===== src/rtl/irq_flag_pkg.sv =====
package irq_flag_pkg;
   localparam int NUM_SRC  = 7;
   localparam int NUM_EXT  = 2;
   localparam int NUM_TMR  = 2;
   localparam int NUM_AUX  = 5;
   localparam int CTL_W    = 8;
   // request / acknowledge index of each source
   localparam int SRC_EXT0 = 0;
   localparam int SRC_TMR0 = 1;
   localparam int SRC_EXT1 = 2;
   localparam int SRC_TMR1 = 3;
   localparam int SRC_SER  = 4;
   localparam int SRC_T2   = 5;
   localparam int SRC_ADC  = 6;
   // auxiliary byte positions
   localparam int AUX_RX   = 0;
   localparam int AUX_TX   = 1;
   localparam int AUX_T2OV = 2;
   localparam int AUX_T2EX = 3;
   localparam int AUX_ADC  = 4;
endpackage


===== src/rtl/irq_pin_sync.sv =====
module irq_pin_sync #(
   parameter int  STAGES   = 2,
   parameter bit  IDLE_VAL = 1'b1
) (
   input  logic clk,
   input  logic rst_n,
   input  logic pin,
   output logic pin_s
);
   logic [STAGES-1:0] chain_q;

   generate
      if (STAGES == 1) begin : g_one
         always_ff @(posedge clk or negedge rst_n)
            if (!rst_n) chain_q <= IDLE_VAL;
            else        chain_q <= pin;
      end else begin : g_many
         always_ff @(posedge clk or negedge rst_n)
            if (!rst_n) chain_q <= {STAGES{IDLE_VAL}};
            else        chain_q <= {chain_q[STAGES-2:0], pin};
      end
   endgenerate

   assign pin_s = chain_q[STAGES-1];
endmodule


===== src/rtl/irq_flag_cell.sv =====
module irq_flag_cell #(
   parameter bit ACK_CLEARS = 1'b1
) (
   input  logic clk,
   input  logic rst_n,
   input  logic hw_set,
   input  logic ack_hit,
   input  logic sw_wr,
   input  logic sw_val,
   output logic flag
);
   logic ack_clr;

   generate
      if (ACK_CLEARS) begin : g_ack_clear
         assign ack_clr = ack_hit;
      end else begin : g_sticky
         logic unused_ack;
         assign unused_ack = ack_hit;
         assign ack_clr    = 1'b0;
      end
   endgenerate

   // hardware set has priority over both clear paths
   always_ff @(posedge clk or negedge rst_n)
      if (!rst_n)      flag <= 1'b0;
      else if (hw_set) flag <= 1'b1;
      else if (ack_clr) flag <= 1'b0;
      else if (sw_wr)  flag <= sw_val;
endmodule


===== src/rtl/irq_ext_chan.sv =====
module irq_ext_chan #(
   parameter int SYNC_STAGES = 2
) (
   input  logic clk,
   input  logic rst_n,
   input  logic pin_n,
   input  logic edge_mode,
   input  logic ack_hit,
   input  logic sw_wr,
   input  logic sw_val,
   output logic req,
   output logic flag_rd
);
   logic pin_s, prev_q, fall, edge_q;

   irq_pin_sync #(.STAGES(SYNC_STAGES), .IDLE_VAL(1'b1)) u_sync (
      .clk   (clk),
      .rst_n (rst_n),
      .pin   (pin_n),
      .pin_s (pin_s)
   );

   always_ff @(posedge clk or negedge rst_n)
      if (!rst_n) prev_q <= 1'b1;
      else        prev_q <= pin_s;

   assign fall = prev_q & ~pin_s;

   always_ff @(posedge clk or negedge rst_n)
      if (!rst_n)          edge_q <= 1'b0;
      else if (!edge_mode) edge_q <= 1'b0;
      else if (fall)       edge_q <= 1'b1;
      else if (ack_hit)    edge_q <= 1'b0;
      else if (sw_wr)      edge_q <= sw_val;

   assign req     = edge_mode ? edge_q : ~pin_s;
   assign flag_rd = req;
endmodule


===== src/rtl/irq_flag_unit.sv =====
module irq_flag_unit
   import irq_flag_pkg::*;
#(
   parameter int SYNC_STAGES = 2,
   parameter int ACK_IDX_W   = 3
) (
   input  logic                 clk,
   input  logic                 rst_n,
   input  logic [NUM_EXT-1:0]   ext_pin_n,
   input  logic [NUM_TMR-1:0]   tmr_ovf,
   input  logic                 ser_rx_set,
   input  logic                 ser_tx_set,
   input  logic                 t2_ovf_set,
   input  logic                 t2_ext_set,
   input  logic                 adc_done,
   input  logic                 ctl_wr_en,
   input  logic [CTL_W-1:0]     ctl_wdata,
   output logic [CTL_W-1:0]     ctl_rdata,
   input  logic                 aux_wr_en,
   input  logic [NUM_AUX-1:0]   aux_wdata,
   output logic [NUM_AUX-1:0]   aux_rdata,
   input  logic                 ack_valid,
   input  logic [ACK_IDX_W-1:0] ack_idx,
   output logic [NUM_SRC-1:0]   irq_req,
   output logic [NUM_TMR-1:0]   tmr_run
);
   localparam int MIN_IDX_W = $clog2(NUM_SRC);

   generate
      if (SYNC_STAGES < 2) begin : g_bad_sync
         $error("SYNC_STAGES must be at least 2");
      end
      if (ACK_IDX_W < MIN_IDX_W) begin : g_bad_idx
         $error("ACK_IDX_W too narrow for the source count");
      end
   endgenerate

   // acknowledge decode
   logic [NUM_SRC-1:0] ack_hit;
   genvar s;
   generate
      for (s = 0; s < NUM_SRC; s++) begin : g_ack
         assign ack_hit[s] = ack_valid && (ack_idx == ACK_IDX_W'(s));
      end
   endgenerate

   // external channels: type at bit 2e, flag at bit 2e+1
   logic [NUM_EXT-1:0] ext_type_q, ext_req, ext_flag;
   genvar e;
   generate
      for (e = 0; e < NUM_EXT; e++) begin : g_ext
         localparam int TBIT = 2 * e;
         localparam int SRC  = (e == 0) ? SRC_EXT0 : SRC_EXT1;

         always_ff @(posedge clk or negedge rst_n)
            if (!rst_n)         ext_type_q[e] <= 1'b0;
            else if (ctl_wr_en) ext_type_q[e] <= ctl_wdata[TBIT];

         irq_ext_chan #(.SYNC_STAGES(SYNC_STAGES)) u_chan (
            .clk       (clk),
            .rst_n     (rst_n),
            .pin_n     (ext_pin_n[e]),
            .edge_mode (ext_type_q[e]),
            .ack_hit   (ack_hit[SRC]),
            .sw_wr     (ctl_wr_en),
            .sw_val    (ctl_wdata[TBIT+1]),
            .req       (ext_req[e]),
            .flag_rd   (ext_flag[e])
         );
         assign ctl_rdata[TBIT]   = ext_type_q[e];
         assign ctl_rdata[TBIT+1] = ext_flag[e];
      end
   endgenerate

   // timers: run at bit 4+2t, overflow flag at bit 5+2t
   logic [NUM_TMR-1:0] run_q, tmr_flag;
   genvar t;
   generate
      for (t = 0; t < NUM_TMR; t++) begin : g_tmr
         localparam int RBIT = 4 + 2 * t;
         localparam int SRC  = (t == 0) ? SRC_TMR0 : SRC_TMR1;

         always_ff @(posedge clk or negedge rst_n)
            if (!rst_n)         run_q[t] <= 1'b0;
            else if (ctl_wr_en) run_q[t] <= ctl_wdata[RBIT];

         irq_flag_cell #(.ACK_CLEARS(1'b1)) u_tf (
            .clk     (clk),
            .rst_n   (rst_n),
            .hw_set  (tmr_ovf[t]),
            .ack_hit (ack_hit[SRC]),
            .sw_wr   (ctl_wr_en),
            .sw_val  (ctl_wdata[RBIT+1]),
            .flag    (tmr_flag[t])
         );
         assign ctl_rdata[RBIT]   = run_q[t];
         assign ctl_rdata[RBIT+1] = tmr_flag[t];
      end
   endgenerate

   assign tmr_run = run_q;

   // sticky flags, cleared only by software
   logic [NUM_AUX-1:0] aux_set;
   assign aux_set[AUX_RX]   = ser_rx_set;
   assign aux_set[AUX_TX]   = ser_tx_set;
   assign aux_set[AUX_T2OV] = t2_ovf_set;
   assign aux_set[AUX_T2EX] = t2_ext_set;
   assign aux_set[AUX_ADC]  = adc_done;

   genvar a;
   generate
      for (a = 0; a < NUM_AUX; a++) begin : g_aux
         irq_flag_cell #(.ACK_CLEARS(1'b0)) u_sticky (
            .clk     (clk),
            .rst_n   (rst_n),
            .hw_set  (aux_set[a]),
            .ack_hit (ack_valid),
            .sw_wr   (aux_wr_en),
            .sw_val  (aux_wdata[a]),
            .flag    (aux_rdata[a])
         );
      end
   endgenerate

   assign irq_req[SRC_EXT0] = ext_req[0];
   assign irq_req[SRC_TMR0] = tmr_flag[0];
   assign irq_req[SRC_EXT1] = ext_req[1];
   assign irq_req[SRC_TMR1] = tmr_flag[1];
   assign irq_req[SRC_SER]  = aux_rdata[AUX_RX]   | aux_rdata[AUX_TX];
   assign irq_req[SRC_T2]   = aux_rdata[AUX_T2OV] | aux_rdata[AUX_T2EX];
   assign irq_req[SRC_ADC]  = aux_rdata[AUX_ADC];
endmodule


===== config.mk =====
export PLATFORM = sky130hd
export DESIGN_NAME = irq_flag_unit
export DESIGN_NICKNAME = d
export VERILOG_FILES = /design/src/rtl/irq_flag_pkg.sv /design/src/rtl/irq_pin_sync.sv /design/src/rtl/irq_flag_cell.sv /design/src/rtl/irq_ext_chan.sv /design/src/rtl/irq_flag_unit.sv
export SDC_FILE = /design/constraint.sdc
export NUM_CORES = 1
export LEC_CHECK = 0
export BUFFER_PORTS_ARGS = -buffer_cell sky130_fd_sc_hd__buf_2
export CAP_MARGIN = 20
export CORE_MARGIN = 4
export CORE_UTILIZATION = 44
export CTS_CLUSTER_SIZE = 25
export DETAILED_ROUTE_END_ITERATION = 8
export PLACE_DENSITY = 0.83
export SETUP_SLACK_MARGIN = 0.05
export SLEW_MARGIN = 5
export SYNTH_ARGS = -nofsm -noshare
export SYNTH_HDL_FRONTEND = slang
export SYNTH_HIERARCHICAL = 1
export SYNTH_SLANG_ARGS = --single-unit

===== constraint.sdc =====
create_clock -name clk -period 1.35 [get_ports clk]
set_input_delay 0.0675 -clock clk [delete_from_list [all_inputs] [get_ports clk]]
set_output_delay 0.0675 -clock clk [all_outputs]
set_load 0.02 [all_outputs]

== Word level (Yosys, flattened, before mapping) ==
Cells that the tools add are included.
Storage, ports and cells
  register bits after elaboration: 19
  input bits: 30
  output and inout port bits: 22
  logic and storage cells: 66
Cells by class
  equal/unequal tests: 5
  muxes and demuxes: 26
  bitwise gates (word level): 6
  reduce and logical (&&, ||, !) cells: 12
Operators by type and width (count)
  1-bit 2-to-1 mux: 26
  2-bit nonzero test: 5
  4-bit by 2-bit inequality test with 1-bit output, second input constant: 2
  3-bit by 2-bit equality test with 1-bit output, second input constant: 2
  3-bit nonzero test: 2
  1-bit logical AND: 4
  3-bit by 1-bit equality test with 1-bit output, second input constant: 1
  3-bit zero test: 1
  1-bit bitwise AND: 2
  1-bit inverter: 2
  1-bit OR: 2

== Depth between registers and ports, before layout ==
Gate-level depths: netlist (run 1).
  word-level depth: 5
  gate-level depth with buffers: 3
  depth with buffers taken out: 3

== Cells and area by module ==
Netlist (run 1), hierarchy kept.
Modules (own cells, without submodules)
  irq_flag_unit: times used 1, cells an instance 19, area an instance 234.0 um^2, sequential area each 100.1 um^2
  irq_flag_cell at g_aux[0].u_sticky ...: times used 5, cells an instance 3, area an instance 40.0 um^2, sequential area each 25.0 um^2
  irq_ext_chan: times used 2, cells an instance 9, area an instance 96.3 um^2, sequential area each 51.3 um^2
  irq_pin_sync: times used 2, cells an instance 2, area an instance 52.6 um^2, sequential area each 52.6 um^2
  irq_flag_cell at g_tmr[0].u_tf ...: times used 2, cells an instance 3, area an instance 42.5 um^2, sequential area each 25.0 um^2

== Least setup slack after synthesis (run 1) ==
Ideal clock, no wire load.
  kind: register to output
  start: reg ext_type_q[0] (netlist: ctl_rdata[0])
  end: out irq_req[0]
  arrival: 1.312 ns
  data required time: 1.283 ns
  path slack: -0.029 ns
  cell stages (with the launch flop): 3
  path buffers: 1
  cells stage by stage: dfrtp_1 o21ai_0 buf_4
On the way
  longest elaborated chain between the ends: 1
Ends and longest elaborated chain
  from (decl): RTL line irq_flag_unit.sv:48  | logic [NUM_EXT-1:0] ext_type_q, ext_req, ext_flag;
  from (signal, indexed assignment): RTL line irq_flag_unit.sv:57  | else if (ctl_wr_en) ext_type_q[e] <= ctl_wdata[TBIT];
  1-bit 2-to-1 mux: RTL line irq_ext_chan.sv:36  | assign req = edge_mode ? edge_q : ~pin_s;
  to (decl): RTL line irq_flag_unit.sv:24  | output logic [NUM_SRC-1:0] irq_req,
Every way passes these cells.

== Worst setup path after layout (run 1) ==
  start: reg g_aux[1].u_sticky.flag
  end: out irq_req[4]
On the way
  longest elaborated chain between the ends: 1
Ends and longest elaborated chain
  from (decl): RTL line irq_flag_cell.sv:10  | output logic flag
  from (signal assigned): RTL line irq_flag_cell.sv:29  | else if (sw_wr) flag <= sw_val;
  1-bit OR: RTL line irq_flag_unit.sv:130  | assign irq_req[SRC_SER] = aux_rdata[AUX_RX] | aux_rdata[AUX_TX];
Every way passes these cells.

==> results.cfg, run 1 <==
[status]
outcome = finished, final reports clean

[floorplanning]
coreArea_sq_mm = 0.00175
die_h_microns = 51.1
num_rows = 15
die_x_microns = 51.1
die-area_sq_mm = 0.00261
initial_core_util_pct = 46.8
io_pins = 52

[hold_path]
hold_depth = 3
hp-class = in -> reg

[cts]
cts_tree = done
htreeDepth = 1
cts.sinks = 19
postCtsResizedCells = 0
clk_latency_ns = 0.30
cts_root_buf = clkbuf_4
cts_hold_buf = 19
post_cts_buffers = 0
cts-buffers-inserted = 3
cts_buffer_depth = 2
path_clk_slew_ns = 0.11

[setup_path]
r2r_end = g_aux[4].u_sticky/flag
cp_data_arrival_time_ns = 1.14
worstSetupStartpoint = g_aux[1].u_sticky/flag
criticalPathCategory = reg -> out
cp_num_cells = 2
endpoint_kind = output pin
r2r_slack_ns = 0.44
worst_setup_path_start_kind = flop
cp.buffers_inverters = 1
crit_path_end = irq_req[4]
critical_path_peak_fanout = 3
path_cells = or2_2, buf_2
reg2reg_depth = 2
worstReg2RegStart = g_aux[4].u_sticky/flag
path_delay_family = flip-flops
critical_path.slowest_cell = dfrtp_1
cp.required_ns = 1.28
max_stage_delay_ns = 0.40

[logic_synthesis]
synth_top_family_by_area = simple AND/OR/NAND/NOR gates
avgSynthCellArea_sq_um = 13.2
synth.most_common_cell = dfrtp_1
ys_async_sr_fraction_pct = 100
syn_inst = 62
ys_types = 17
synth_commonest_cells = dfrtp_1 (13), buf_4 (7), dfstp_2 (6)
synth_top_area_share_pct = 39.8
synth_compound_area_share_pct = 9.65
synthFlopType = dfrtp_1
yosys_register_bits = 19
muxShareOfSynthArea_pct = 10.4
netlist_area_sq_um = 817
synth_area_leaders = dfrtp_1 (40%), dfstp_2 (19%), buf_4 (6.4%), mux2_1 (5.5%), a211o_1 (5.4%)
yosysWarnings = 6
mappedNetlistNets = 92
synth-simple-area-share_pct = 14.4
synth-edff-count = 0
synth-xor-area-share_pct = 0
synth_fa_ha_area_share_pct = 0
ys_seq_area_share_pct = 59.1
synth.largest_area_cell = dfrtp_1

[timing]
fin_crit_sh_pct = 89.6
fin_ws_ns = 0.140
hold_viol_final = 0
period_needed_ns = 1.21
skew_ns = 0.00140
fmax_ghz = 0.827
setup_viol = 0
holdWs_ns = 0.0491
maxSlewViolCount = 0
relSlewSlack_pct = 73.3
worstMarginPinSlew_ns = 0.401
tns_ns = 0
rsz0062_at_grt = no

[power_and_ir_drop]
clockPowerShare_pct = 23.3
combPwrFrac_pct = 24.5
swShare_pct = 29.2
power_frac_seq_pct = 52.2
leakage_nw = 0.603
vdd_drop_max_uv = 755
p_sw_w = 0.000362
p_int_w = 0.000878
total_power_w = 0.00124
pwr_density_cell_mw_per_mm2 = 978

[route]
remaining_drc_errors = 0
vias = 721
wirelength_microns = 2110
firstDrtPassIters = 4
wire_per_inst_microns = 13.7
vias_per_cell = 4.68
first_iter_violations = 8
ant_nets = 0

[finish]
nets = 160
final_core_util_pct = 72.6
n_antenna_cell = 0
syn2layout_area_growth_pct = 55.1
fill_cells = 130
layout-drive-gt1-share_pct = 48.1

[grt]
overflow = 0
antenna_found_initial = 0
grt_max_degree = 20
grt_usage_pct = 17.8
grt_pass1_vias = 740
grt_pass1_wl_microns = 3410

[placement]
portBuffers = 51
place_congestion = 0.727
pre_cts_slack_ns = 0.462
dp_hpwl_microns = 1400

[job]
maxCapViolCount = 0
==> through the flow <==
step           instances  area [sq um]
2_1_floorplan         62           817
3_3_place_gp         131          1050
3_5_place_dp         131          1050
4_1_cts              154          1270
5_1_grt              154          1270
6_report             154          1270
==> power groups by stage <==
stage	Combinational, W	Sequential, W	Clock [W]
floorplan	0.000128	0.000687	0
global placement	0.000255	0.000654	0
detailed placement	0.000262	0.000657	0
CTS	0.000304	0.000647	0.000288
global route	0.000326	0.000654	0.000331
finish	0.000304	0.000647	0.000289
==> worst min path at each step <==
stage               slack, ns         start                  to
CTS                      0.05  ctl_wdata[5]  g_tmr[0].u_tf/flag
floorplan               -0.23         rst_n        ctl_rdata[0]
detailed placement       0.02         rst_n        ctl_rdata[2]
finish                   0.05  ctl_wdata[5]  g_tmr[0].u_tf/flag
global route             0.06  ctl_wdata[5]  g_tmr[0].u_tf/flag
global placement         0.02         rst_n  g_tmr[1].u_tf/flag
==> cell families after synthesis <==
group,Yosys count
AND/OR/NAND/NOR,17
AO/OA/AOI/OAI,11
multiplexers,8
flip-flops,19
buffers and inverters,7
==> sequential cells by signal, indices dropped and copies added (netlist names) <==
register / cells
g_ext.u_chan/edge_q: 2
g_ext.u_chan/prev_q: 2
g_aux.u_sticky/flag: 5
ctl_rdata: 4
g_tmr.u_tf/flag: 2
g_ext.u_chan/u_sync/chain_q: 4
==> worst reg2reg max path, delay by kind of cell, from the launching register on <==
| family | cells | cell delay (ns) |
|---|---|---|
| AND/OR/NAND/NOR | 1 | 0.14 |
| flip-flops | 1 | 0.41 |
| AO/OA/AOI/OAI | 1 | 0.26 |
==> layout by cell type, fill, tap and decap left out <==
cell type / n
clkbuf_4: 3
mux2_1: 4
clkbuf_1: 1
nor4b_1: 1
dfrtp_1: 13
dfstp_2: 6
or2_2: 2
dlygate4sd3_1: 19
nor4bb_1: 2
and4b_1: 1
nand2b_1: 2
nand2_1: 2
mux2i_1: 4
nand3b_1: 2
o21bai_1: 2
o21ai_1: 4
nor2b_1: 5
a211o_1: 5
buf_2: 51
==> final cells by class <==
class                   instances  area (sq um)  share of cell area, %
flip-flops and latches         19           483                   38.1
repair buffers                 70           445                   35.1
multi-input cells              36           282                   22.2
well taps                      25          31.3                   2.47
clock buffers                   4          26.3                   2.07
==> per-layer routing <==
metal | routed length (microns) | up-vias | global-route usage (%)
met3 | 99 | 6 | 2.62
met5 | 0 | - | 0
met4 | 55 | 0 | 9.42
met1 | 808 | 342 | 20.6
li1 | - | 348 | -
met2 | 1140 | 25 | 31.5
Note: power is estimated with default switching activity, not from simulation.
==> run 2: changes to the inputs <==
--- a/config.mk
+++ b/config.mk
@@ -8,10 +8,11 @@
 export BUFFER_PORTS_ARGS = -buffer_cell sky130_fd_sc_hd__buf_2
 export CAP_MARGIN = 20
 export CORE_MARGIN = 4
-export CORE_UTILIZATION = 44
+export CORE_UTILIZATION = 46
+export CTS_BUF_LIST = sky130_fd_sc_hd__clkbuf_4
 export CTS_CLUSTER_SIZE = 25
 export DETAILED_ROUTE_END_ITERATION = 8
-export PLACE_DENSITY = 0.83
+export PLACE_DENSITY = 0.86
 export SETUP_SLACK_MARGIN = 0.05
 export SLEW_MARGIN = 5
 export SYNTH_ARGS = -nofsm -noshare
==> run 2 against run 1 <==
Sequential share of layout area stayed put. Utilization up 6.9 points. Cell area unchanged. Critical path depth unchanged. Wire length grew 5.7%. Sequential power hardly changed. Clock power down 3%. Highest routed layer unchanged.
==> results.cfg, run 2 (synthesis gave the netlist of run 1 again) <==
[status]
outcome = finished, final reports clean

[cts]
htreeDepth = 1
cts-buffers-inserted = 3
clk_latency_ns = 0.29
cts_buffer_depth = 2
cts_root_buf = clkbuf_4
cts.sinks = 19
postCtsResizedCells = 0
cts_tree = done
path_clk_slew_ns = 0.11

[route]
vias = 716
remaining_drc_errors = 0
wirelength_microns = 2230
first_iter_violations = 1
ant_nets = 0
wire_per_inst_microns = 14.5
vias_per_cell = 4.68
firstDrtPassIters = 4

[power_and_ir_drop]
combPwrFrac_pct = 24.9
vdd_drop_max_uv = 662
pwr_density_cell_mw_per_mm2 = 976
leakage_nw = 0.606
p_sw_w = 0.000364
p_int_w = 0.000873
clockPowerShare_pct = 22.7
swShare_pct = 29.4
power_frac_seq_pct = 52.4

[setup_path]
critical_path_peak_fanout = 3
cp_data_arrival_time_ns = 1.17
worst_setup_path_start_kind = flop
r2r_end = g_aux[1].u_sticky/flag
r2r_slack_ns = 0.41
worstSetupStartpoint = g_aux[3].u_sticky/flag
worstReg2RegStart = g_aux[1].u_sticky/flag
endpoint_kind = output pin
max_stage_delay_ns = 0.42
critical_path.slowest_cell = dfrtp_1
crit_path_end = irq_req[5]
criticalPathCategory = reg -> out
path_cells = or2_2, buf_2
reg2reg_depth = 2
cp.required_ns = 1.28

[timing]
tns_ns = 0
period_needed_ns = 1.23
hold_viol_final = 0
fmax_ghz = 0.811
skew_ns = 0.0101
maxSlewViolCount = 0
worstMarginPinSlew_ns = 0.424
fin_crit_sh_pct = 91.4
relSlewSlack_pct = 71.7
rsz0062_at_grt = no
setup_viol = 0

[grt]
grt_pass1_wl_microns = 3440
grt_max_degree = 20
antenna_found_initial = 0
grt_usage_pct = 18.3
overflow = 0
grt_pass1_vias = 781

[finish]
largest-register = g_aux.u_sticky/flag
layout_commonest_cell = buf_2
largest_reg_flops = 5
n_antenna_cell = 0
fill_cells = 97
syn2layout_area_growth_pct = 55.1
most-common-layout-cells = buf_2 (51), dlygate4sd3_1 (19), dfrtp_1 (13)
stdcell_area_sq_mm = 0.00127
layout-drive-gt1-share_pct = 48.8
nets = 160

[floorplanning]
die_x_microns = 50.1
die-area_sq_mm = 0.00251
coreArea_sq_mm = 0.00159
num_rows = 14
io_pins = 52
die_h_microns = 50.1
initial_core_util_pct = 51.3

[hold_path]
hp-class = in -> reg

[placement]
dp_hpwl_microns = 1420
place_congestion = 0.692
dpl-instance-area_sq_mm = 0.00105
portBuffers = 51

[job]
maxCapViolCount = 0
-- run 2: timing repair --
item                                   4_1_cts  5_1_grt
endpoints found under the hold margin       26        0
hold buffers                                19        0
setup buffers                                0        0
setup endpoints to repair                    0        0
-- run 2: per-layer routing --
metal	vias up	part of all wire, %	global-route usage [%]
met4	0	0.54	5.99
met2	27	58	37.4
met3	2	6.2	3.85
met1	336	35	17.6
met5	-	0	0
li1	351	-	-
-- run 2: power by group through the flow --
stage,clock network (W),registers (W),logic (W)
2_1_floorplan,0,0.000687,0.000128
3_3_place_gp,0,0.000654,0.000254
3_5_place_dp,0,0.000658,0.000262
4_1_cts,0.000292,0.000648,0.000304
5_1_grt,0.000315,0.000655,0.000328
6_report,0.000281,0.000648,0.000308
-- run 2: per-stage QoR --
step / setup slack [ns] / utilization [%] / instances / power (W) / hold WS [ns]
finish: 0.116 / 79.5 / 153 / 0.00124 / 0.0607
global route: 0.0616 / 79.5 / 153 / 0.00130 / 0.0778
CTS: 0.123 / 79.5 / 153 / 0.00124 / 0.0455
detailed placement: 0.448 / 65.9 / 130 / 0.000920 / 0.0243
global placement: 0.485 / 65.9 / 130 / 0.000908 / 0.0171
floorplan: 0.179 / - / 62 / 0.000815 / -0.228
-- run 2: how the worst min path moves through the flow --
stage                  from                     end  slack [ns]  cells past startpoint
2_1_floorplan         rst_n            ctl_rdata[0]       -0.23                      0
3_3_place_gp          rst_n      g_tmr[0].u_tf/flag        0.02                      1
3_5_place_dp          rst_n  g_aux[0].u_sticky/flag        0.02                      1
4_1_cts        ctl_wdata[7]      g_tmr[1].u_tf/flag        0.05                      3
5_1_grt        ctl_wdata[7]      g_tmr[1].u_tf/flag        0.08                      3
6_report       ctl_wdata[7]      g_tmr[1].u_tf/flag        0.06                      3
-- run 2: area by class of cell --
cell class / instances / area [sq um] / share of cell area (%)
Multi-Input combinational cell: 36 / 282 / 22.2
Tap cell: 24 / 30.0 / 2.37
Clock inverter: 1 / 5.00 / 0.395
Clock buffer: 3 / 22.5 / 1.78
Sequential cell: 19 / 483 / 38.1
Timing Repair Buffer: 70 / 445 / 35.1
-- run 2: worst max-delay path: cells and delay by family, from the launching register on --
kind,cells,cell delay [ns]
flip-flops,1,0.42
AND/OR/NAND/NOR,1,0.29
buffers and inverters,1,0.16
==> run 3: changes to the inputs <==
--- a/config.mk
+++ b/config.mk
@@ -13,6 +13,7 @@
 export CTS_CLUSTER_SIZE = 25
 export DETAILED_ROUTE_END_ITERATION = 8
 export PLACE_DENSITY = 0.86
+export REMOVE_ABC_BUFFERS = 1
 export SETUP_SLACK_MARGIN = 0.05
 export SLEW_MARGIN = 5
 export SYNTH_ARGS = -nofsm -noshare
==> run 3 against run 2 <==
Flip-flop and latch count stayed put. Global-route usage fell by 0.34 points. Clock skew down 0.0019 ns. Register-to-register slack gained 0.03 ns. Via count decreased by 1.4%. Non-clock buffer count fell by 2. Critical path type unchanged. Clock-buffer cell count did not move. Sequential power barely moved. Utilization shrank 1.3 points.
==> results.cfg, run 3 (synthesis gave the netlist of run 1 again) <==
[power_and_ir_drop]
leakage_nw = 0.597
vdd_drop_max_uv = 725
pwr_density_cell_mw_per_mm2 = 985
total_power_w = 0.00123
p_sw_w = 0.000359
clockPowerShare_pct = 23.0
swShare_pct = 29.2
power_frac_seq_pct = 52.7
combPwrFrac_pct = 24.4
p_int_w = 0.000870

[finish]
largest-register = g_aux.u_sticky/flag
layout-drive-gt1-share_pct = 49.6
largest_reg_flops = 5
layout_commonest_cell = buf_2
nets = 158
final_core_util_pct = 78.3
n_antenna_cell = 0
syn2layout_area_growth_pct = 52.7
fill_cells = 111
stdcell_area_sq_mm = 0.00125
most-common-layout-cells = buf_2 (51), dlygate4sd3_1 (17), dfrtp_1 (13)

[setup_path]
worst_setup_path_start_kind = flop
cp.required_ns = 1.28
cp.buffers_inverters = 1
cp_num_cells = 2
path_cells = or2_2, buf_2
crit_path_end = irq_req[5]
max_stage_delay_ns = 0.40
r2r_slack_ns = 0.44
endpoint_kind = output pin
cp_data_arrival_time_ns = 1.14
r2r_end = g_aux[2].u_sticky/flag
worstReg2RegStart = g_aux[2].u_sticky/flag
criticalPathCategory = reg -> out
critical_path_peak_fanout = 3
path_delay_family = flip-flops
worstSetupStartpoint = g_aux[3].u_sticky/flag
reg2reg_depth = 2
critical_path.slowest_cell = dfrtp_1

[placement]
dp_hpwl_microns = 1450
place_congestion = 0.725
portBuffers = 51
dpl-instance-area_sq_mm = 0.00105

[status]
outcome = finished, final reports clean

[cts]
cts-buffers-inserted = 3
cts_buffer_depth = 2
cts.sinks = 19
cts_root_buf = clkbuf_4
clk_latency_ns = 0.30
cts_tree = done
path_clk_slew_ns = 0.10
htreeDepth = 1

[grt]
grt_max_degree = 20
overflow = 0
grt_usage_pct = 17.9
grt_pass1_wl_microns = 3300
grt_pass1_vias = 727
antenna_found_initial = 0

[timing]
setup_viol = 0
maxSlewViolCount = 0
skew_ns = 0.00818
fmax_ghz = 0.825
fin_crit_sh_pct = 89.8
rsz0062_at_grt = no
worstMarginPinSlew_ns = 0.398
hold_viol_final = 0
holdWs_ns = 0.00462
period_needed_ns = 1.21
relSlewSlack_pct = 73.4

[job]
maxCapViolCount = 0

[route]
wirelength_microns = 2110
vias_per_cell = 4.68
wire_per_inst_microns = 14.0
first_iter_violations = 1
vias = 706
firstDrtPassIters = 4
remaining_drc_errors = 0
ant_nets = 0

[floorplanning]
initial_core_util_pct = 51.3
die_x_microns = 50.1
coreArea_sq_mm = 0.00159
io_pins = 52
die-area_sq_mm = 0.00251
die_h_microns = 50.1
num_rows = 14

[hold_path]
hp-class = in -> reg
run 3: cell types whose count changed in the layout (fill, tap and decap cells not counted), sizes merged:
cell,change
dlygate4sd3,-2
run 3: worst min-delay path by stage:
stage                                  end  cells after the start  slack [ns]         start
floorplan                     ctl_rdata[0]                      0       -0.23         rst_n
global route                  ctl_rdata[4]                      2       0.002  ctl_wdata[4]
detailed placement  g_aux[0].u_sticky/flag                      1        0.02         rst_n
finish                        ctl_rdata[4]                      2       0.005  ctl_wdata[4]
CTS                           ctl_rdata[4]                      2      0.0004  ctl_wdata[4]
global placement    g_aux[0].u_sticky/flag                      1        0.02         rst_n
run 3: cell type report:
| type | instances | area (sq um) | area share, % |
|---|---|---|---|
| multi-input cells | 36 | 282 | 22.6 |
| repair buffers | 68 | 425 | 34.1 |
| flip-flops and latches | 19 | 483 | 38.7 |
| well taps | 24 | 30.0 | 2.41 |
| clock buffers | 3 | 22.5 | 1.81 |
| clock inverters | 1 | 5.00 | 0.401 |
run 3: worst reg2reg max path, cell delays in order, from the launching register on:
cell     delay [ns]
dfrtp_1        0.40
nor2b_1        0.14
a211o_1        0.26
run 3: routing by layer:
metal  GRT usage [%]  vias to the layer above  wire, microns
li1                -                      347              -
met1            17.7                      337            709
met2            35.0                       20           1290
met3            2.96                        2             93
met4            9.68                        0             18
met5               0                        -              0
run 3: stage by stage:
stage	setup TNS [ns]	cells	setup slack [ns]
2_1_floorplan	-0.503	55	-0.126
3_3_place_gp	0	130	0.479
3_5_place_dp	0	130	0.440
4_1_cts	0	151	0.0898
5_1_grt	0	151	0.0738
6_report	0	151	0.138
run 3: power by group through the flow:
stage          Sequential [W]  Clock, W  Combinational, W
3_3_place_gp         0.000653         0          0.000254
3_5_place_dp         0.000657         0          0.000261
5_1_grt              0.000655  0.000323          0.000322
6_report             0.000647  0.000282          0.000299
2_1_floorplan        0.000703         0         0.0000821
4_1_cts              0.000647  0.000293          0.000300
run 3: repair_timing:
| action | in CTS | in global routing |
|---|---|---|
| setup endpoints to repair | 0 | 4 |
| endpoints found under the hold margin | 28 | 0 |
| setup buffers | 0 | 0 |
| gates resized for setup | 0 | 2 |
| hold buffers | 17 | 0 |
